$ cat src/rtl/uart_irq_pkg.sv
// Shared constants for the UART interrupt status controller.
// Assumes a 16-bit register word; bit positions are fixed by the
// software view and must not move.
package uart_irq_pkg;

    localparam int WORD_W = 16;
    localparam int ADDR_W = 3;

    typedef enum logic [ADDR_W-1:0] {
        A_ENABLE  = 3'd0,
        A_DISABLE = 3'd1,
        A_MASK    = 3'd2,
        A_STICKY  = 3'd3,
        A_RXTRIG  = 3'd4,
        A_TXTRIG  = 3'd5,
        A_TIMEOUT = 3'd6,
        A_LIVE    = 3'd7
    } reg_addr_e;

    // live status positions
    localparam int B_RTRIG      = 0;
    localparam int B_REMPTY     = 1;
    localparam int B_RFULL      = 2;
    localparam int B_TEMPTY     = 3;
    localparam int B_TFULL      = 4;
    localparam int B_TTRIG_LIVE = 13;
    localparam int N_FIFO_FLAGS = 5;

    // sticky event positions
    localparam int B_OVR          = 5;
    localparam int B_FRAME        = 6;
    localparam int B_PARITY       = 7;
    localparam int B_TOUT         = 8;
    localparam int B_MODEM        = 9;
    localparam int B_TTRIG_STICKY = 10;
    localparam int B_TXOVF        = 12;

endpackage

$ cat src/rtl/uart_irq_live.sv
// Live status decoder: compares FIFO occupancy counts against full,
// empty and the programmable trigger levels. Pure combinational;
// assumes counts never exceed DEPTH.
module uart_irq_live
    import uart_irq_pkg::*;
#(
    parameter int DEPTH = 64,
    parameter int CNT_W = $clog2(DEPTH + 1)
) (
    input  logic [CNT_W-1:0]  rx_count,
    input  logic [CNT_W-1:0]  tx_count,
    input  logic [CNT_W-1:0]  rx_trig,
    input  logic [CNT_W-1:0]  tx_trig,
    output logic [WORD_W-1:0] live
);

    localparam logic [CNT_W-1:0] FULL_CNT = CNT_W'(DEPTH);

    // decode each flag into its fixed live position
    always_comb begin
        live                = '0;
        live[B_RTRIG]       = (rx_count >= rx_trig);
        live[B_REMPTY]      = (rx_count == '0);
        live[B_RFULL]       = (rx_count == FULL_CNT);
        live[B_TEMPTY]      = (tx_count == '0);
        live[B_TFULL]       = (tx_count == FULL_CNT);
        live[B_TTRIG_LIVE]  = (tx_count >= tx_trig);
    end

endmodule

$ cat src/rtl/uart_irq_regs.sv
// Software-programmed control registers: interrupt mask (set-only and
// clear-only write paths, direct writes ignored), both trigger levels
// and the timeout length. Assumes one write per cycle.
module uart_irq_regs
    import uart_irq_pkg::*;
#(
    parameter int DEPTH    = 64,
    parameter int CNT_W    = $clog2(DEPTH + 1),
    parameter int TO_W     = 8,
    parameter int TRIG_RST = 32
) (
    input  logic              clk,
    input  logic              rst_n,
    input  logic              wr_en,
    input  logic [ADDR_W-1:0] wr_addr,
    input  logic [WORD_W-1:0] wr_data,
    output logic [WORD_W-1:0] mask,
    output logic [CNT_W-1:0]  rx_trig,
    output logic [CNT_W-1:0]  tx_trig,
    output logic [TO_W-1:0]   tout_len
);

    // register updates from the write port
    always_ff @(posedge clk) begin
        if (!rst_n) begin
            mask     <= '0;
            rx_trig  <= CNT_W'(TRIG_RST);
            tx_trig  <= CNT_W'(TRIG_RST);
            tout_len <= '0;
        end else if (wr_en) begin
            case (reg_addr_e'(wr_addr))
                A_ENABLE:  mask     <= mask | wr_data;
                A_DISABLE: mask     <= mask & ~wr_data;
                A_RXTRIG:  rx_trig  <= wr_data[CNT_W-1:0];
                A_TXTRIG:  tx_trig  <= wr_data[CNT_W-1:0];
                A_TIMEOUT: tout_len <= wr_data[TO_W-1:0];
                default:   ;
            endcase
        end
    end

endmodule

$ cat src/rtl/uart_irq_sticky.sv
// Sticky interrupt status: every cycle ORs the FIFO flags, the remapped
// TX trigger flag and the event pulses in; a write clears 1 bits.
// Setting wins over clearing in the same cycle.
module uart_irq_sticky
    import uart_irq_pkg::*;
(
    input  logic              clk,
    input  logic              rst_n,
    input  logic [WORD_W-1:0] live,
    input  logic              ev_overrun,
    input  logic              ev_frame,
    input  logic              ev_parity,
    input  logic              ev_timeout,
    input  logic              ev_modem,
    input  logic              ev_tx_ovf,
    input  logic              tout_armed,
    input  logic              clr_en,
    input  logic [WORD_W-1:0] clr_bits,
    output logic [WORD_W-1:0] sticky
);

    logic [WORD_W-1:0] set_vec;
    logic [WORD_W-1:0] clr_vec;

    // gather set sources into sticky positions
    always_comb begin
        set_vec = '0;
        for (int i = 0; i < N_FIFO_FLAGS; i++) begin
            set_vec[i] = live[i];
        end
        set_vec[B_TTRIG_STICKY] = live[B_TTRIG_LIVE];
        set_vec[B_OVR]          = ev_overrun;
        set_vec[B_FRAME]        = ev_frame;
        set_vec[B_PARITY]       = ev_parity;
        set_vec[B_TOUT]         = ev_timeout & tout_armed;
        set_vec[B_MODEM]        = ev_modem;
        set_vec[B_TXOVF]        = ev_tx_ovf;
    end

    // clear request only when the sticky register is written
    always_comb clr_vec = clr_en ? clr_bits : '0;

    // sticky update, set has priority
    always_ff @(posedge clk) begin
        if (!rst_n) sticky <= '0;
        else        sticky <= (sticky & ~clr_vec) | set_vec;
    end

endmodule

$ cat src/rtl/uart_irq_status.sv
// Top of the UART interrupt status controller: ties the live decoder,
// the control registers and the sticky register together, drives the
// level interrupt and the combinational read port.
module uart_irq_status
    import uart_irq_pkg::*;
#(
    parameter int DEPTH    = 64,
    parameter int CNT_W    = $clog2(DEPTH + 1),
    parameter int TO_W     = 8,
    parameter int TRIG_RST = 32
) (
    input  logic              clk,
    input  logic              rst_n,
    input  logic [CNT_W-1:0]  rx_count,
    input  logic [CNT_W-1:0]  tx_count,
    input  logic              ev_overrun,
    input  logic              ev_frame,
    input  logic              ev_parity,
    input  logic              ev_timeout,
    input  logic              ev_modem,
    input  logic              ev_tx_ovf,
    input  logic              wr_en,
    input  logic [2:0]        wr_addr,
    input  logic [15:0]       wr_data,
    input  logic [2:0]        rd_addr,
    output logic [15:0]       rd_data,
    output logic [15:0]       live_status,
    output logic [15:0]       sticky_status,
    output logic [15:0]       irq_mask,
    output logic              irq
);

    logic [CNT_W-1:0] rx_trig;
    logic [CNT_W-1:0] tx_trig;
    logic [TO_W-1:0]  tout_len;
    logic             sticky_wr;

    uart_irq_live #(.DEPTH(DEPTH), .CNT_W(CNT_W)) u_live (
        .rx_count (rx_count),
        .tx_count (tx_count),
        .rx_trig  (rx_trig),
        .tx_trig  (tx_trig),
        .live     (live_status)
    );

    uart_irq_regs #(.DEPTH(DEPTH), .CNT_W(CNT_W), .TO_W(TO_W), .TRIG_RST(TRIG_RST)) u_regs (
        .clk      (clk),
        .rst_n    (rst_n),
        .wr_en    (wr_en),
        .wr_addr  (wr_addr),
        .wr_data  (wr_data),
        .mask     (irq_mask),
        .rx_trig  (rx_trig),
        .tx_trig  (tx_trig),
        .tout_len (tout_len)
    );

    // a write to the sticky address is a clear request
    always_comb sticky_wr = wr_en && (wr_addr == A_STICKY);

    uart_irq_sticky u_sticky (
        .clk        (clk),
        .rst_n      (rst_n),
        .live       (live_status),
        .ev_overrun (ev_overrun),
        .ev_frame   (ev_frame),
        .ev_parity  (ev_parity),
        .ev_timeout (ev_timeout),
        .ev_modem   (ev_modem),
        .ev_tx_ovf  (ev_tx_ovf),
        .tout_armed (tout_len != '0),
        .clr_en     (sticky_wr),
        .clr_bits   (wr_data),
        .sticky     (sticky_status)
    );

    // level interrupt from enabled sticky bits
    always_comb irq = |(irq_mask & sticky_status);

    // read port multiplexer
    always_comb begin
        case (reg_addr_e'(rd_addr))
            A_MASK:    rd_data = irq_mask;
            A_STICKY:  rd_data = sticky_status;
            A_RXTRIG:  rd_data = WORD_W'(rx_trig);
            A_TXTRIG:  rd_data = WORD_W'(tx_trig);
            A_TIMEOUT: rd_data = WORD_W'(tout_len);
            A_LIVE:    rd_data = live_status;
            default:   rd_data = '0;
        endcase
    end

endmodule

$ cat config.mk
export PLATFORM = sky130hd
export DESIGN_NAME = uart_irq_status
export DESIGN_NICKNAME = d
export VERILOG_FILES = /design/src/rtl/uart_irq_pkg.sv /design/src/rtl/uart_irq_live.sv /design/src/rtl/uart_irq_regs.sv /design/src/rtl/uart_irq_sticky.sv /design/src/rtl/uart_irq_status.sv
export SDC_FILE = /design/constraint.sdc
export NUM_CORES = 1
export LEC_CHECK = 0
export BUFFER_PORTS_ARGS = -buffer_cell sky130_fd_sc_hd__buf_2
export CELL_PAD_IN_SITES_DETAIL_PLACEMENT = 1
export CELL_PAD_IN_SITES_GLOBAL_PLACEMENT = 1
export CORE_ASPECT_RATIO = 1.75
export CORE_MARGIN = 4
export CORE_UTILIZATION = 36
export DETAILED_ROUTE_END_ITERATION = 10
export PLACE_DENSITY_LB_ADDON = 0.1
export SYNTH_ARGS = -nofsm -noshare
export SYNTH_HDL_FRONTEND = slang
export SYNTH_SLANG_ARGS = --single-unit
$ cat constraint.sdc
create_clock -name clk -period 1.5 [get_ports clk]
set_clock_uncertainty 0.05 [all_clocks]
set_input_delay 0.225 -clock clk [delete_from_list [all_inputs] [get_ports clk]]
set_output_delay 0.225 -clock clk [all_outputs]
set_load 0.01 [all_outputs]
==> results.cfg <==
[status]
outcome = finished with violations
violations = setup timing

[logic_synthesis]
synth_edf_count = 0
seq_area_frac_synth_pct = 35.73
syn_inst = 365
synth-seq-cells = 54
syn_area_mm2 = 0.003025
synth_area_leader_cell = dfxtp_1
yosys-top-cells-area = dfxtp_1 (36%), a21oi_1 (7.1%), mux2i_1 (6.9%)
yosysMostFrequentCell = nand2_1
yosysWarningCount = 0
synth_common_cells = nand2_1 (56), dfxtp_1 (54), a21oi_1 (43)
synth_top_area_share_pct = 35.73
synthFlopType = dfxtp_1
synth.distinct_cells = 44
synthArstFlopShare_pct = 0
syn_area_per_cell_um2 = 8.289

[worst_setup_path]
crit_path_max_fanout = 4
cp-startpoint = u_regs.tx_trig[6]$_SDFFE_PN0P_
crit_path_end_kind = primary output
arrival_ns = 1.66
r2r_start = u_regs.rx_trig[6]$_SDFFE_PN0P_
critPathCapture = rd_data[13]
r2r_slack_ns = -0.07
start_kind = flop
worstPathRequired_ns = 1.22
path_class = flop to primary output
reg2reg_depth = 8
r2r-end = u_sticky.sticky[0]$_SDFF_PN0_

[timing]
fin_crit_sh_pct = 128.8
fmax_ghz = 0.5174
fin_crit_ns = 1.933
whs_ns = 0.07504
hold_violations = 0
finalSetupViolCount = 12
rsz0062_at_grt = yes
totalNegativeSetupSlack_ns = -2.430
maxSlewViolCount = 0
setup_slack_ns = -0.4327

[global_route]
antenna_found_initial = 0
grt_util_all_layers_pct = 23.71
grt_pass1_wl_um = 18610
grt_max_degree = 34
grt_pass1_vias = 3642
grt-ovfl-total = 0

[placed_design]
dp_hpwl_um = 8918
portBuffers = 99
gp_congestion = 0.8125
placed_area_mm2 = 0.004003
placed_cells = 593

[die]
die_h_um = 129.3
dieWidth_um = 77.30
row_count = 44
core_area_mm2 = 0.008258
start_util_pct = 36.64
io_pins = 110
die-area_mm2 = 0.009993

[power_and_ir_drop]
power_density_mw_per_mm2 = 756.5
p_leak_uw = 0.002020
ir_drop_v = 0.0006818

[drt]
drt_first_pass_iters = 4
drc = 0
postRouteAntennaNets = 0
route.vias.total = 3373
wl_per_cell_um = 19.48
routed_wl_um = 11880
avgViaCountPerCell = 5.530
drt_iter0_drc = 179

[cells_and_area]
layout-drive-gt1-share_pct = 48.46
nets = 576
area_growth_pct = 51.32
stdcell_count = 610
final_util_pct = 55.44
diodes = 0
final_area_mm2 = 0.004578

[cts]
postCtsHoldBufs = 0
htree_num_levels = 2
tritoncts = built
clock_latency_ns = 0.30
cts-root-buf = clkbuf_16
cts_sinks = 54
clk_path_buf_depth = 2
path_clk_slew_ns = 0.08
cts_buffers = 5

[hold_path]
hold_path.class = input pin to flop

[run]
maxCapViolCount = 0
## worst max-delay path: stages, from the launching register on
cell	delay, ns
dfxtp_2	0.34
inv_2	0.04
ha_4	0.27
nand4_1	0.16
o21ai_4	0.25
o2bb2ai_2	0.14
buf_2	0.15
## layout by cell type, fill, tap and decap left out, types with 5 or more instances in the layout
master	count
conb_1	10
buf_2	96
buf_6	10
ha_4	9
clkbuf_16	5
a21boi_0	5
nand2_1	54
dfxtp_2	22
ha_1	5
a21oi_1	43
o21a_1	5
inv_2	8
nor2_1	24
dfxtp_1	28
nand3_1	5
mux2i_1	18
a221oi_2	5
nand4_1	6
inv_1	6
buf_4	57
a311oi_1	16
## through the flow
| stage | worst slack, ns | power, uW |
|---|---|---|
| after global routing | -0.5265 | 3623 |
| after global placement | -0.1714 | 2166 |
| after detailed placement | -0.1942 | 2186 |
| final | -0.4327 | 3463 |
| after floorplan | 0.01241 | 1866 |
| after CTS | -0.4327 | 3451 |
## worst min path at each step
stage	start	end	slack, ns	cells past startpoint
detailed placement	wr_data[11]	u_sticky.sticky[11]$_SDFF_PN0_	0.38	2
finish	wr_data[15]	u_sticky.sticky[15]$_SDFF_PN0_	0.08	2
global placement	wr_data[15]	u_sticky.sticky[15]$_SDFF_PN0_	0.38	2
floorplan	wr_data[11]	u_sticky.sticky[11]$_SDFF_PN0_	0.26	1
CTS	wr_data[15]	u_sticky.sticky[15]$_SDFF_PN0_	0.07	2
global route	wr_data[15]	u_sticky.sticky[15]$_SDFF_PN0_	0.09	2
## layer usage
layer | track usage (%) | part of all wire, % | wire (um)
met3 | 3.199 | 3.4 | 401
met1 | 25.74 | 38 | 4570
met5 | 0 | 0 | 0
met4 | 7.652 | 1.2 | 140
met2 | 46.56 | 57 | 6769
## layout make-up
| class | instances | area (um2) |
|---|---|---|
| Clock buffer | 7 | 142.6 |
| Clock inverter | 1 | 5.005 |
| Fill cell | 1003 | 3680 |
| Inverter | 16 | 62.56 |
| Multi-Input combinational cell | 274 | 2048 |
| Sequential cell | 54 | 1124 |
| Tap cell | 92 | 115.1 |
| Timing Repair Buffer | 166 | 1081 |
## cells by family after synthesis
family	after synthesis	share of synthesized area (%)
AO/OA/AOI/OAI	108	23.90
adder cells (fa/ha/maj)	14	5.790
buffers and inverters	46	7.940
flip-flops	54	35.73
multiplexers	22	7.320
other	1	0.1240
AND/OR/NAND/NOR	120	19.19
## repair_timing
| item | CTS | global route |
|---|---|---|
| pin swaps | 18 | 13 |
| endpoints found under the setup margin | 15 | 18 |
| setup buffers | 7 | 5 |
| gates resized for setup | 62 | 35 |
| gates cloned | 0 | 0 |
## where the power goes
group | internal [uW] | switching [uW]
Combinational | 336 | 393
Sequential | 1480 | 47.6
Clock | 664 | 543
(Power assumes the default switching activity.)
